--- src/rtl/j1850_crc_pkg.sv ---
package j1850_crc_pkg;
  typedef logic [7:0] byte_t;
  localparam byte_t CRC_POLY    = 8'h1D;
  localparam byte_t CRC_PRESET  = 8'hFF;
  localparam byte_t CRC_RESIDUE = 8'hC4;
endpackage

--- src/rtl/j1850_crc_stepper.sv ---
module j1850_crc_stepper
  import j1850_crc_pkg::*;
#(
  parameter int W = 2
) (
  input  byte_t        rem_in,
  input  logic [W-1:0] bits,
  output byte_t        rem_out
);
  byte_t chain [W+1];
  assign chain[0] = rem_in;
  for (genvar g = 0; g < W; g++) begin : g_bit
    logic fb;
    assign fb = chain[g][7] ^ bits[W-1-g];
    assign chain[g+1] = {chain[g][6:0], 1'b0} ^ ({8{fb}} & CRC_POLY);
  end
  assign rem_out = chain[W];
endmodule

--- src/rtl/j1850_byte_feeder.sv ---
module j1850_byte_feeder
  import j1850_crc_pkg::*;
#(
  parameter int B = 2
) (
  input  logic         clk,
  input  logic         rst_n,
  input  logic         abort,
  input  logic         in_valid,
  input  byte_t        in_data,
  output logic         in_ready,
  output logic         accept,
  output logic         step_en,
  output logic [B-1:0] chunk
);
  localparam int STEPS = 8 / B;

  if (STEPS == 1) begin : g_full
    assign in_ready = !abort;
    assign accept   = in_valid && in_ready;
    assign step_en  = accept;
    assign chunk    = in_data;
  end else begin : g_part
    localparam int LW = $clog2(STEPS);
    logic [LW-1:0] left;
    byte_t         sh;
    logic          busy;
    assign busy     = (left != '0);
    assign in_ready = !busy && !abort;
    assign accept   = in_valid && in_ready;
    assign step_en  = (accept || busy) && !abort;
    assign chunk    = accept ? in_data[7 -: B] : sh[7 -: B];

    always_ff @(posedge clk) begin
      if (!rst_n || abort) begin
        left <= '0;
        sh   <= '0;
      end else if (accept) begin
        left <= LW'(STEPS - 1);
        sh   <= in_data << B;
      end else if (busy) begin
        left <= left - 1'b1;
        sh   <= sh << B;
      end
    end
  end
endmodule

--- src/rtl/j1850_len_counter.sv ---
module j1850_len_counter #(
  parameter int MAX_BYTES = 12
) (
  input  logic clk,
  input  logic rst_n,
  input  logic clear,
  input  logic inc,
  output logic too_long,
  output logic too_short
);
  localparam int CW  = $clog2(MAX_BYTES + 2);
  localparam int SAT = MAX_BYTES + 1;
  logic [CW-1:0] count;

  always_ff @(posedge clk) begin
    if (!rst_n || clear)                 count <= '0;
    else if (inc && count != CW'(SAT))   count <= count + 1'b1;
  end

  assign too_long  = (count > CW'(MAX_BYTES));
  assign too_short = (count < CW'(2));
endmodule

--- src/rtl/j1850_crc8_engine.sv ---
module j1850_crc8_engine
  import j1850_crc_pkg::*;
#(
  parameter int BITS_PER_STEP = 2,
  parameter int MAX_BYTES     = 12
) (
  input  logic       clk,
  input  logic       rst_n,
  input  logic       sof,
  input  logic       eod,
  input  logic       in_valid,
  output logic       in_ready,
  input  logic [7:0] in_data,
  output logic [7:0] crc_out,
  output logic       chk_done,
  output logic       crc_err,
  output logic       len_err
);
  logic                     accept, step_en;
  logic [BITS_PER_STEP-1:0] chunk;
  byte_t                    rem_q, rem_d;
  logic                     too_long, too_short;

  j1850_byte_feeder #(.B(BITS_PER_STEP)) i_feed (
    .clk(clk), .rst_n(rst_n), .abort(sof),
    .in_valid(in_valid), .in_data(in_data),
    .in_ready(in_ready), .accept(accept),
    .step_en(step_en), .chunk(chunk)
  );

  j1850_crc_stepper #(.W(BITS_PER_STEP)) i_step (
    .rem_in(rem_q), .bits(chunk), .rem_out(rem_d)
  );

  j1850_len_counter #(.MAX_BYTES(MAX_BYTES)) i_len (
    .clk(clk), .rst_n(rst_n), .clear(sof), .inc(accept),
    .too_long(too_long), .too_short(too_short)
  );

  always_ff @(posedge clk) begin
    if (!rst_n || sof) rem_q <= CRC_PRESET;
    else if (step_en)  rem_q <= rem_d;
  end

  logic eod_ok;
  assign eod_ok = eod && in_ready;

  always_ff @(posedge clk) begin
    if (!rst_n) begin
      chk_done <= 1'b0;
      crc_err  <= 1'b0;
      len_err  <= 1'b0;
    end else begin
      chk_done <= eod_ok;
      crc_err  <= eod_ok && (too_short || rem_q != CRC_RESIDUE);
      len_err  <= eod_ok && too_long;
    end
  end

  assign crc_out = ~rem_q;
endmodule

--- config.mk ---
export PLATFORM = sky130hd
export DESIGN_NAME = j1850_crc8_engine
export DESIGN_NICKNAME = d
export VERILOG_FILES = /design/src/rtl/j1850_crc_pkg.sv /design/src/rtl/j1850_crc_stepper.sv /design/src/rtl/j1850_byte_feeder.sv /design/src/rtl/j1850_len_counter.sv /design/src/rtl/j1850_crc8_engine.sv
export SDC_FILE = /design/constraint.sdc
export NUM_CORES = 1
export LEC_CHECK = 0
export BUFFER_PORTS_ARGS = -buffer_cell sky130_fd_sc_hd__buf_2
export CAP_MARGIN = 20
export CORE_MARGIN = 5
export CORE_UTILIZATION = 35
export DETAILED_ROUTE_END_ITERATION = 8
export HOLD_SLACK_MARGIN = 0.02
export PLACE_DENSITY = 0.66
export SYNTH_ARGS = -nofsm -noshare
export SYNTH_HDL_FRONTEND = slang
export SYNTH_SLANG_ARGS = --single-unit
--- constraint.sdc ---
create_clock -name clk -period 2.1 [get_ports clk]
set_input_delay 0.105 -clock clk [delete_from_list [all_inputs] [get_ports clk]]
set_output_delay 0.105 -clock clk [all_outputs]
set_load 0.1 [all_outputs]
### Word level (Yosys, flattened, before mapping)

Cells that the tools add are included.

* add/sub/neg operators: 2
* order comparisons: 2
* equality and inequality tests: 2
* muxes and demuxes: 5
* bitwise operators: 5
* reduce and logical (&&, ||, !) cells: 15

Operator list (count)
* 8-bit 2-to-1 mux: 2
* 8-bit by 5-bit XOR with 8-bit output: 2
* 8-bit != test (second input constant): 1
* 8-bit NOT: 1
* 1-bit logical AND: 7
* 2-bit 2-to-1 mux: 3
* 4-bit by 1-bit adder with 4-bit output (second input constant): 1
* 4-bit greater-than comparator (second input constant): 1
* 4-bit by 2-bit less-than comparator with 1-bit output (second input constant): 1
* 4-bit != test (second input constant): 1
* 2-bit nonzero test: 2
* 1-bit logical NOT: 3
* 1-bit logical OR: 3
* 2-bit by 1-bit subtractor with 2-bit output (second input constant): 1
* 1-bit XOR: 2

* register bits after elaboration: 23
* input port bits: 13
* output and inout bits: 12
* logic and storage cells: 38

### Depth between registers and ports, before layout

* depth in word-level cells: 9
* depth in mapped cells: 8
* mapped depth without buffers: 7

### Hierarchy

A second synthesis with hierarchy kept.

* cell total of the unflattened synthesis: 135
* area, all modules: 1173.6 um2

Modules (own cells, without submodules)
* j1850_byte_feeder: times used 1, cells an instance 48, area an instance 414.1 um2, seq. area each 160.2 um2
* j1850_crc8_engine: times used 1, cells an instance 45, area an instance 399.1 um2, seq. area each 220.2 um2
* j1850_len_counter: times used 1, cells an instance 30, area an instance 232.7 um2, seq. area each 80.1 um2
* j1850_crc_stepper: times used 1, cells an instance 12, area an instance 127.6 um2, seq. area each 0.0 um2

### Worst setup path after synthesis

OpenSTA, ideal clock, no wires.

* path type: register to register
* start: register i_feed.g_part.left[0]
* end: register i_feed.g_part.sh[4]
* library setup time: 0.128 ns
* data arrival time: 2.002 ns
* data required time: 1.972 ns
* setup slack: -0.030 ns
* stages on the path, launching flop included: 9
* path buffers: 2
* period minus slack after synthesis: 2.130 ns
* cells stage by stage: dfxtp_1 -> inv_1 -> ha_1 -> buf_2 -> and2b_1 -> and2_0 -> clkbuf_1 -> a221oi_1 -> nor2_1

* word-level cells in the longest chain between the ends: 5
* elaborated cells between the ends (all ways): 6
* classes of those cells: 1 x mux; 5 x reduce/logical

Ends and longest elaborated chain
* start, declared: line j1850_byte_feeder.sv:25 `logic [LW-1:0] left;`
* start signal, assigned: line j1850_byte_feeder.sv:39 `left <= LW'(STEPS - 1);`
* start signal, assigned: line j1850_byte_feeder.sv:42 `left <= left - 1'b1;`
* 2-bit nonzero test (*): line j1850_byte_feeder.sv:28 `assign busy = (left != '0);`
* 1-bit logical NOT (*): line j1850_byte_feeder.sv:29 `assign in_ready = !busy && !abort;`
* 1-bit logical AND (*): line j1850_byte_feeder.sv:29
* via in_ready: line j1850_crc8_engine.sv:12 `output logic in_ready,`
* 1-bit logical AND (*): line j1850_byte_feeder.sv:30 `assign accept = in_valid && in_ready;`
* 8-bit 2-to-1 mux or 2-bit nonzero test (tied branches)
* end signal, assigned: line j1850_byte_feeder.sv:40 `sh <= in_data << B;`
* end signal, assigned: line j1850_byte_feeder.sv:43 `sh <= sh << B;`
* end, declared: line j1850_byte_feeder.sv:26 `byte_t sh;`

The timed path passes the listed nets; every way through them passes the cells marked *.
A chain may end at the register's enable or synchronous reset.

### Final worst setup path

* start: register i_feed.g_part.left[0]
* end: register rem_q[3]

* word-level cells in the longest chain between the ends: 8
* elaborated cells between the ends (all ways): 11
* classes of those cells: 1 x mux; 4 x bitwise; 6 x reduce/logical

Ends and longest elaborated chain
* 2-bit nonzero test (*): line j1850_byte_feeder.sv:28
* 1-bit logical NOT: line j1850_byte_feeder.sv:29
* 1-bit logical AND: line j1850_byte_feeder.sv:29
* 1-bit logical AND: line j1850_byte_feeder.sv:30
* 2-bit 2-to-1 mux: line j1850_byte_feeder.sv:32 `assign chunk = accept ? in_data[7 -: B] : sh[7 -: B];`
* 1-bit XOR: line j1850_crc_stepper.sv:14 `assign fb = chain[g][7] ^ bits[W-1-g];`
* 8-bit by 5-bit XOR with 8-bit output (2 in series): line j1850_crc_stepper.sv:15 `assign chain[g+1] = {chain[g][6:0], 1'b0} ^ ({8{fb}} & CRC_POLY);`
* end signal, assigned: line j1850_crc8_engine.sv:42 `else if (step_en) rem_q <= rem_d;`
* end, declared: line j1850_crc8_engine.sv:21 `byte_t rem_q, rem_d;`

Mark *: on every way between the ends. The rest lies on a longest branch, timed or not.

==> flow_summary_export.csv <==
group,metric,value,unit
final_layout,layout_commonest_cell,"buf_2",
placement,place_inst,170,
placement,place.gp.congestion,0.782,
global_route,grt_pass1_vias,810,
floorplanning,num_rows,20,
timing,fin_ws,0.181,ns
setup_path,cp-start-kind,"flip-flop",
clocking,cts_root_buf,"clkbuf_4",
pwr,p_leak,0.621,nW
clocking,cts_tree,"done",
synth,synth_seq_cells,23,
job,maxCapViolations,0,
routing,antenna_left,0,
timing,finalSetupViolCount,0,
timing,hold_viol_final,0,
clocking,htreeDepth,1,
final_layout,syn2layout_area_growth,16.7,%
floorplanning,die-area,4320,µm²
synth,synth_nets,132,
setup_path,crit_fanout,6,
global_route,antenna_found_initial,0,
timing,tns,0,ns
final_layout,final_cell_mix,"24 x buf_2, 23 x dfxtp_1, 16 x nor2_1",
floorplanning,ios,25,
global_route,grt_start_max_net_pins,15,
setup_path,endpoint_kind,"flip-flop",
synth,yosysWarnings,0,
timing,rsz0062_at_grt,"no",
run_status,status,"finished clean",
worst_hold_path,min_path_type,"input port to flip-flop",
routing,dr.pass1.iters,4,
setup_path,arrival,2.15,ns
routing,viasPerCell,4.91,
routing,routedWlPerCell,12.4,µm
routing,initialDrtViolationCount,28,
clocking,cts_resized,0,
global_route,overflow,0,
routing,vias,854,
final_layout,n_antenna_cell,0,
setup_path,cp.required,2.33,ns
floorplanning,start_util,36.2,%
pwr,peakVddDrop,0.388,mV
routing,wl,2160,µm
timing,min_period_over_period,91.4,%
floorplanning,dieWidth,65.7,µm
floorplanning,die_h,65.7,µm
timing,clock_skew,0.00555,ns
clocking,numCtsBuffers,3,
timing,fin_crit,1.92,ns
final_layout,final_util,42.2,%
final_layout,fill_cells,317,
placement,preCtsSetupSlack,0.187,ns
timing,whs,0.0347,ns
setup_path,critPathKind,"flip-flop to flip-flop",
synth,ys_types,31,
floorplanning,core,3000,µm²
synth,synth_flop_cell,"dfxtp_1",
timing,fmax,521,MHz
synth,synth_edf_count,0,
timing,slew_violations,0,
final_layout,instances_no_fill,174,
pwr,power_density,776,nW/µm²
clocking,cts_setup_buffers,0,
global_route,grt_pass1_wl,3710,µm
clocking,cts.sinks,23,
synth,postSynthCellCount,116,
synth,syn_avg_cell_area,9.36,µm²
clocking,cts.clk_slew.worst_paths,0.13,ns
timing,tightest_slew,0.527,ns
placement,port_buffers,24,
synth,syn_area,1090,µm²
placement,dpl.hpwl,1700,µm
synth,async_flop_share,0,%
synth,yosysSeqAreaShare,42.4,%
final_layout,nets,158,
routing,drc,0,
global_route,grt_use_total,10.9,%
clocking,cts_hold_buffers,0,
timing,relSlewSlack,64.9,%
final_layout,drive_gt1_share,23.4,%
clocking,cts.path.max_buffers,2,
clocking,clock_latency,0.31,ns
==> flip-flops by register name, summed over array words and instances, names as in the netlist <==
name and flops:
i_feed.g_part.sh 6, crc_err 1, chk_done 1, len_err 1
rem_q 8, i_len.count 4, i_feed.g_part.left 2
==> per-stage QoR <==
| stage | area, µm² | power, mW |
|---|---|---|
| 2_1_floorplan | 1090 | 0.734 |
| 3_3_place_gp | 1240 | 0.787 |
| 3_5_place_dp | 1240 | 0.791 |
| 4_1_cts | 1270 | 1.00 |
| 5_1_grt | 1270 | 1.04 |
| 6_report | 1270 | 0.984 |
==> synthesized netlist by cell type, types with 2 or more instances <==
| cell type | count | area share, % |
|---|---|---|
| o211ai_1 | 5 | 3.5 |
| o21ai_0 | 2 | 0.92 |
| clkbuf_1 | 3 | 1.0 |
| a22oi_1 | 2 | 1.4 |
| xor2_1 | 5 | 4.0 |
| nor2b_1 | 6 | 3.5 |
| ha_1 | 3 | 3.5 |
| xnor2_1 | 4 | 3.2 |
| a31oi_1 | 2 | 1.2 |
| xnor3_1 | 2 | 4.1 |
| a21oi_1 | 3 | 1.4 |
| a211oi_1 | 2 | 1.4 |
| nand2_1 | 6 | 2.1 |
| inv_1 | 12 | 4.1 |
| a221oi_1 | 4 | 3.2 |
| nor4_1 | 2 | 1.2 |
| dfxtp_1 | 23 | 42 |
| o31ai_1 | 2 | 1.4 |
| nor2_1 | 16 | 5.5 |
==> worst paths after layout <==
path | endpoint | start | slack (ns) | depth (start not counted)
worst max-delay path | rem_q[3] | i_feed.g_part.left[0] | 0.18 | 7
worst max register to register | rem_q[3] | i_feed.g_part.left[0] | 0.18 | 7
worst min register to register | i_feed.g_part.sh[3] | i_feed.g_part.sh[3] | 0.51 | 2
worst min-delay path | i_feed.g_part.sh[4] | in_data[2] | 0.03 | 3
==> kinds of logic (layout without fill, tap and decap cells) <==
family                     count (synthesis)  in the layout  share of synthesized area [%]
AOI/OAI and AO/OA                         22             22                           14.3
xor gates and xnor gates                  12             12                           13.9
adders and majority gates                  3              3                           3.46
buffers and inverters                     16             41                           5.64
DFF                                       23             23                           42.4
muxes                                      2              2                           2.19
and+or+nand+nor                           38             38                           18.1
==> cell type report <==
type	count	area (µm²)	area share, %
multi-input combinational	77	566	44.6
clock inverter	1	5.00	0.395
tap	33	41.3	3.26
sequential	23	460	36.3
inverter	12	45.0	3.55
timing repair buffer	25	128	10.1
clock buffer	3	22.5	1.78
==> worst max-delay path, stage by stage, from the launching register on <==
cell and delay, ns:
dfxtp_1 0.36, inv_1 0.05, ha_1 0.23, nand3b_4 0.13
mux2i_2 0.38, xnor2_4 0.18, xnor3_1 0.32, o31ai_1 0.20
==> where the power goes <==
group | leakage [nW] | total (mW) | internal, mW | switching (mW)
Sequential | 0.187 | 0.476 | 0.457 | 0.0184
Clock | 0.0177 | 0.205 | 0.0712 | 0.134
Combinational | 0.416 | 0.303 | 0.0927 | 0.210
Total | 0.621 | 0.984 | 0.621 | 0.363
==> layer usage <==
metal | vias up | track usage (%) | routed length, µm
li1 | 442 | - | -
met1 | 394 | 13.6 | 961
met2 | 16 | 18.6 | 1060
met3 | 2 | 3.93 | 128
met4 | 0 | 0.777 | 6
met5 | - | 0 | 0
Power figures use the tool's default switching activity.
